===== src/rtl/bridge_pkg.sv =====
package bridge_pkg;

  typedef enum logic [2:0] {
    S_IDLE     = 3'd0,
    S_READ     = 3'd1,
    S_WWAIT    = 3'd2,
    S_WRITE    = 3'd3,
    S_WRITEP   = 3'd4,
    S_RENABLE  = 3'd5,
    S_WENABLE  = 3'd6,
    S_WENABLEP = 3'd7
  } xfer_state_t;

  localparam logic [1:0] HT_NONSEQ = 2'b10;
  localparam logic [1:0] HT_SEQ    = 2'b11;

  // an address phase that this slave must act on
  function automatic logic xfer_valid(logic sel, logic rdy, logic [1:0] tr);
    return sel && rdy && (tr == HT_NONSEQ || tr == HT_SEQ);
  endfunction

  // next state of the transfer sequencer
  function automatic xfer_state_t step(xfer_state_t cur, logic vld, logic wr,
                                       logic pend_wr);
    xfer_state_t nxt;
    case (cur)
      S_IDLE, S_RENABLE, S_WENABLE:
        nxt = vld ? (wr ? S_WWAIT : S_READ) : S_IDLE;
      S_READ:   nxt = S_RENABLE;
      S_WWAIT:  nxt = vld ? S_WRITEP : S_WRITE;
      S_WRITE:  nxt = vld ? S_WENABLEP : S_WENABLE;
      S_WRITEP: nxt = S_WENABLEP;
      S_WENABLEP:
        nxt = !pend_wr ? S_READ : (vld ? S_WRITEP : S_WRITE);
      default:  nxt = S_IDLE;
    endcase
    return nxt;
  endfunction

  // states in which the AHB data phase is stretched
  function automatic logic wait_needed(xfer_state_t nxt, logic pend_wr);
    return (nxt == S_READ) || (nxt == S_WRITEP) ||
           (nxt == S_WENABLEP && !pend_wr);
  endfunction

  // states that open a new APB setup cycle
  function automatic logic starts_apb(xfer_state_t nxt);
    return (nxt == S_READ) || (nxt == S_WRITE) || (nxt == S_WRITEP);
  endfunction

  // APB enable cycles
  function automatic logic is_access(xfer_state_t nxt);
    return (nxt == S_RENABLE) || (nxt == S_WENABLE) || (nxt == S_WENABLEP);
  endfunction

  // states in which a read is decoded straight from the bus address
  function automatic logic live_addr(xfer_state_t cur);
    return (cur == S_IDLE) || (cur == S_RENABLE) || (cur == S_WENABLE);
  endfunction

  function automatic logic loads_wdata(xfer_state_t nxt);
    return (nxt == S_WRITE) || (nxt == S_WRITEP);
  endfunction

endpackage


===== src/rtl/bridge_capture.sv =====
module bridge_capture
  import bridge_pkg::*;
#(
  parameter int HADDR_W = 32,
  parameter int PADDR_W = 16
) (
  input  logic               hclk,
  input  logic               hresetn,
  input  logic               hsel,
  input  logic               hready,
  input  logic [1:0]         htrans,
  input  logic               hwrite,
  input  logic [HADDR_W-1:0] haddr,
  output logic               xfer_ok,
  output logic [PADDR_W-1:0] addr_now,
  output logic [PADDR_W-1:0] addr_held,
  output logic               wr_held
);

  assign xfer_ok  = xfer_valid(hsel, hready, htrans);
  assign addr_now = haddr[PADDR_W-1:0];

  // address-phase information kept for the data phase
  always_ff @(posedge hclk or negedge hresetn) begin
    if (!hresetn) begin
      addr_held <= '0;
      wr_held   <= 1'b0;
    end else if (xfer_ok) begin
      addr_held <= addr_now;
      wr_held   <= hwrite;
    end
  end

  generate
    if (HADDR_W > PADDR_W) begin : g_spare
      logic unused_hi;
      assign unused_hi = ^haddr[HADDR_W-1:PADDR_W];
    end
  endgenerate

endmodule


===== src/rtl/bridge_seq_fsm.sv =====
module bridge_seq_fsm
  import bridge_pkg::*;
(
  input  logic        hclk,
  input  logic        hresetn,
  input  logic        xfer_ok,
  input  logic        hwrite,
  input  logic        wr_held,
  output xfer_state_t state_q,
  output xfer_state_t state_d,
  output logic        hready_q
);

  // direction of the transfer that will be pending after this edge
  logic pend_wr_d;

  assign pend_wr_d = xfer_ok ? hwrite : wr_held;
  assign state_d   = step(state_q, xfer_ok, hwrite, wr_held);

  always_ff @(posedge hclk or negedge hresetn) begin
    if (!hresetn) begin
      state_q  <= S_IDLE;
      hready_q <= 1'b1;
    end else begin
      state_q  <= state_d;
      hready_q <= !wait_needed(state_d, pend_wr_d);
    end
  end

endmodule


===== src/rtl/bridge_apb_out.sv =====
module bridge_apb_out
  import bridge_pkg::*;
#(
  parameter int PADDR_W = 16,
  parameter int DATA_W  = 32,
  parameter int SEL_W   = 4
) (
  input  logic                    hclk,
  input  logic                    hresetn,
  input  xfer_state_t             state_q,
  input  xfer_state_t             state_d,
  input  logic [PADDR_W-1:0]      addr_now,
  input  logic [PADDR_W-1:0]      addr_held,
  input  logic [DATA_W-1:0]       hwdata,
  output logic [PADDR_W-1:0]      paddr,
  output logic [(1<<SEL_W)-1:0]   psel,
  output logic                    penable,
  output logic                    pwrite,
  output logic [DATA_W-1:0]       pwdata
);

  localparam int NUM_SEL = 1 << SEL_W;

  logic [PADDR_W-1:0] addr_pick;
  logic [SEL_W-1:0]   sel_field;
  logic [NUM_SEL-1:0] sel_dec;
  logic               apb_go;

  assign addr_pick = live_addr(state_q) ? addr_now : addr_held;
  assign sel_field = addr_pick[PADDR_W-1 -: SEL_W];
  assign apb_go    = starts_apb(state_d);

  generate
    for (genvar gi = 0; gi < NUM_SEL; gi++) begin : g_dec
      assign sel_dec[gi] = (sel_field == SEL_W'(gi));
    end
  endgenerate

  // address, direction and selects move only at a setup cycle
  always_ff @(posedge hclk or negedge hresetn) begin
    if (!hresetn) begin
      paddr  <= '0;
      pwrite <= 1'b0;
      psel   <= '0;
    end else if (apb_go) begin
      paddr  <= addr_pick;
      pwrite <= (state_d != S_READ);
      psel   <= sel_dec;
    end else if (!is_access(state_d)) begin
      psel   <= '0;
    end
  end

  always_ff @(posedge hclk or negedge hresetn) begin
    if (!hresetn) penable <= 1'b0;
    else          penable <= is_access(state_d);
  end

  always_ff @(posedge hclk or negedge hresetn) begin
    if (!hresetn)                  pwdata <= '0;
    else if (loads_wdata(state_d)) pwdata <= hwdata;
  end

endmodule


===== src/rtl/ahb_apb_bridge.sv =====
module ahb_apb_bridge
  import bridge_pkg::*;
#(
  parameter int HADDR_W = 32,
  parameter int PADDR_W = 16,
  parameter int DATA_W  = 32,
  parameter int SEL_W   = 4
) (
  input  logic                  hclk,
  input  logic                  hresetn,
  input  logic                  hsel,
  input  logic                  hready,
  input  logic [1:0]            htrans,
  input  logic                  hwrite,
  input  logic [HADDR_W-1:0]    haddr,
  input  logic [DATA_W-1:0]     hwdata,
  output logic                  hready_out,
  output logic [1:0]            hresp,
  output logic [DATA_W-1:0]     hrdata,
  output logic [PADDR_W-1:0]    paddr,
  output logic [(1<<SEL_W)-1:0] psel,
  output logic                  penable,
  output logic                  pwrite,
  output logic [DATA_W-1:0]     pwdata,
  input  logic [DATA_W-1:0]     prdata
);

  logic               xfer_ok;
  logic [PADDR_W-1:0] addr_now;
  logic [PADDR_W-1:0] addr_held;
  logic               wr_held;
  xfer_state_t        fsm_state;
  xfer_state_t        fsm_next;

  bridge_capture #(.HADDR_W(HADDR_W), .PADDR_W(PADDR_W)) u_capture (
    .hclk      (hclk),
    .hresetn   (hresetn),
    .hsel      (hsel),
    .hready    (hready),
    .htrans    (htrans),
    .hwrite    (hwrite),
    .haddr     (haddr),
    .xfer_ok   (xfer_ok),
    .addr_now  (addr_now),
    .addr_held (addr_held),
    .wr_held   (wr_held)
  );

  bridge_seq_fsm u_fsm (
    .hclk     (hclk),
    .hresetn  (hresetn),
    .xfer_ok  (xfer_ok),
    .hwrite   (hwrite),
    .wr_held  (wr_held),
    .state_q  (fsm_state),
    .state_d  (fsm_next),
    .hready_q (hready_out)
  );

  bridge_apb_out #(.PADDR_W(PADDR_W), .DATA_W(DATA_W), .SEL_W(SEL_W)) u_apb (
    .hclk      (hclk),
    .hresetn   (hresetn),
    .state_q   (fsm_state),
    .state_d   (fsm_next),
    .addr_now  (addr_now),
    .addr_held (addr_held),
    .hwdata    (hwdata),
    .paddr     (paddr),
    .psel      (psel),
    .penable   (penable),
    .pwrite    (pwrite),
    .pwdata    (pwdata)
  );

  // peripherals drive zero outside their enable cycle
  assign hrdata = prdata;
  assign hresp  = 2'b00;

endmodule


===== config.mk =====
export PLATFORM = sky130hd
export DESIGN_NAME = ahb_apb_bridge
export DESIGN_NICKNAME = d
export VERILOG_FILES = /design/src/rtl/bridge_pkg.sv /design/src/rtl/bridge_capture.sv /design/src/rtl/bridge_seq_fsm.sv /design/src/rtl/bridge_apb_out.sv /design/src/rtl/ahb_apb_bridge.sv
export SDC_FILE = /design/constraint.sdc
export NUM_CORES = 1
export LEC_CHECK = 0
export BUFFER_PORTS_ARGS = -buffer_cell sky130_fd_sc_hd__buf_2
export CORE_ASPECT_RATIO = 0.5
export CORE_UTILIZATION = 42
export DETAILED_ROUTE_END_ITERATION = 6
export HOLD_SLACK_MARGIN = 0.05
export PLACE_DENSITY_LB_ADDON = 0.25
export SLEW_MARGIN = 20
export SYNTH_ARGS = -nofsm -noshare
export SYNTH_HDL_FRONTEND = slang
export SYNTH_SLANG_ARGS = --single-unit

===== constraint.sdc =====
create_clock -name hclk -period 3.4 [get_ports hclk]
set_clock_uncertainty 0.2 [all_clocks]
set_input_delay 0.68 -clock hclk [delete_from_list [all_inputs] [get_ports hclk]]
set_output_delay 0.68 -clock hclk [all_outputs]
set_load 0.02 [all_outputs]

==> results.yml <==
power_and_ir_drop:
  p_total_mw: 4.613
  pwrdens_nw_per_um2: 996.4
  max-vdd-ir-drop_mv: 0.3660
  p_leak_nw: 2.374
worst_setup_path:
  worst_setup_path_end_kind: "register"
  worstSetupStartpointType: "register"
  rrSetupSlack_ns: 0.89
  path_max_fanout: 16
  worst_r2r_end: "u_apb.psel[6]$_DFFE_PN0P_"
  timing.reg2reg.worst_path_depth: 5
  crit_type: "reg -> reg"
  regToRegStartpoint: "u_fsm.state_q[1]$_DFF_PN0_"
  cp_data_required_time_ns: 3.41
  arrival_ns: 2.53
run_status:
  outcome: "finished, final reports clean"
cells_and_area:
  layout_common_cells: "buf_2 (119), nand2_1 (95), dfrtp_1 (86), mux2_2 (35), o21ai_0 (31)"
  post_route_cells_drive_above_1_share_pct: 39.07
  antenna_cells: 0
  multiInputGateArea_um2: 1331
  area.sequential_um2: 2178
  final.fill_count: 825
  instances_no_fill: 570
  fin_nets: 551
  layout.cells.most_common: "buf_2"
  area_delta_synth_final_pct: 20.33
clocking:
  cts.sink_count: 87
  holdBufCountCts: 0
  clk_transition_reported_paths_ns: 0.07
  worstSkewPairLatency_ns: 0.33
  ctsResizeCount: 0
  clock_tree.htree_level_count: 3
  cts_tree: "built"
  max-clock-path-buffers: 2
  postCtsSetupRepairBufs: 0
  cts_inserted_buffers: 9
  clock_root_cell: "clkbuf_16"
route:
  detail_route.first_pass.iterations: 4
  final_antenna_net_count: 0
  routed-wl-met3_um: 454
  routed_wirelength_um: 8404
  detail_route.vias_per_cell: 4.881
  wire_per_inst_um: 14.74
  wirelength_met1_um: 3703
  drcViolationCount: 0
  highest-signal-layer: "met4"
  via_count: 2782
  violation_count_after_the_first_detailed_routing_iteration: 95
  route.met2.wl_um: 3938
sta:
  clock_period_minus_worst_slack_ns: 2.514
  grt_setup_unrepaired: "no"
  timing_max_transition_violations_final: 0
  timing.hold.ws_ns: 0.1551
  tightest_slew_ns: 0.6192
  finalSetupViolations: 0
  fin_setup_tns_ns: 0
  worst_slew_margin_rel_pct: 58.72
  fmaxAchievable_mhz: 397.7
  layout_worst_path_cycle_share_pct: 73.95
  final_hold_viol_count: 0
global_routing:
  number_of_global_route_vias_before_repair: 2754
  antenna_found_initial: 0
  grt.total_usage_pct: 18.69
  grt-ovfl-total: 0
  wire_length_of_the_first_global_routing_pass_um: 13670
  grt_max_degree: 49
synthesis:
  ys_seq_elements: 87
  synth_edf_count: 0
  synth-seq-area-share_pct: 56.62
  ys_async_sr_fraction_pct: 100.0
  synth_flop_cell: "dfrtp_1"
  yosysWarnings: 0
  syn-cell-area_um2: 3847
  syn_inst: 361
  synth.avg_cell_area_um2: 10.66
  synthDistinctLibCells: 34
die:
  floorplan.core_area_um2: 8798
  die-width_um: 137.4
  die_h_um: 69.68
  top_level_ports: 204
  die-area_um2: 9571
  initial_utilization_pct: 43.73
  floorplan.rows: 24
place:
  post-place-cells: 554
  hpwlAfterDp_um: 6100
  place.gp.congestion: 0.7583
  place.port_buffers: 120
job:
  cap_viol_max_count: 0
hold_path:
  min_path_type: "in -> async"
-- power breakdown --
part,leakage [nW],switching (mW),internal [mW]
sequential,1.08,0.228,1.42
clock,0.141,0.403,0.591
combinational,1.15,1.17,0.797
total,2.37,1.80,2.81
-- flip-flops by register name, indices dropped and copies added, names as in the netlist --
name	count
u_apb.paddr	16
u_fsm.state_q	3
u_apb.psel	16
u_capture.addr_held	16
u_fsm.hready_q	1
u_apb.pwdata	32
u_capture.wr_held	1
u_apb.penable	1
u_apb.pwrite	1
-- synth_stat cells, types with 2 or more instances --
cell type  count  area (um2)
nand3_1        2       10.01
nand2_1       95       356.6
mux2_2        35       394.1
a21o_1         2       15.01
a21oi_1        5       25.02
or3_1          2       12.51
nor2_1         8       30.03
buf_4         36       270.3
buf_2          6       30.03
o21ai_1        4       20.02
nor2b_1        2       12.51
nand2b_1       4       25.02
inv_1          2       7.510
dfrtp_1       86        2152
mux2i_1       16       160.2
clkbuf_1       8       30.03
o21ai_0       31       155.2
-- stage by stage --
step	worst slack (ns)	util (%)	instance area, um2
floorplan	1.148	-	3851
global placement	0.8254	48.88	4300
detailed placement	0.7968	49.10	4320
CTS	0.8655	52.62	4629
global route	0.6708	52.62	4629
finish	0.8855	52.62	4629
-- logic make-up after synthesis --
logic type,Yosys count,share of synthesized area [%]
and+or+nand+nor,118,12.49
buffers and inverters,53,8.878
muxes,51,14.41
DFF,87,56.62
xor gates and xnor gates,2,0.4554
AOI/OAI and AO/OA,49,7.057
other,1,0.09747
-- cell type report --
cell class                 instances  share of cell area [%]
clock buffer                      10                   5.162
sequential                        87                   47.05
tap                              117                   3.162
inverter                           3                  0.2432
multi-input combinational        222                   28.76
clock inverter                     6                   1.514
timing repair buffer             125                   14.11
-- worst max-delay path, stage by stage, from the launching register on --
cell      delay (ns)
dfrtp_1         0.61
nand2b_1        0.22
mux2_2          0.52
mux2i_1         0.47
nand2b_1        0.23
o21ai_0         0.11
-- per-layer routing --
metal	global-route usage, %	up-vias
li1	-	1342
met1	24.36	1335
met2	28.28	65
met3	4.532	40
met4	11.11	0
met5	0	-
-- worst max-delay path by stage --
stage                                           from                     endpoint  slack (ns)  cells after the start
after floorplan                               hwrite  u_apb.paddr[10]$_DFFE_PN0P_        1.15                      8
after global placement                        hwrite   u_apb.psel[13]$_DFFE_PN0P_        0.83                      6
after detailed placement                      hwrite   u_apb.psel[12]$_DFFE_PN0P_        0.80                      6
after CTS                 u_fsm.state_q[1]$_DFF_PN0_   u_apb.psel[12]$_DFFE_PN0P_        0.87                      5
after global routing      u_fsm.state_q[1]$_DFF_PN0_   u_apb.psel[12]$_DFFE_PN0P_        0.67                      5
final                     u_fsm.state_q[1]$_DFF_PN0_    u_apb.psel[6]$_DFFE_PN0P_        0.89                      5
(Power assumes the default switching activity.)
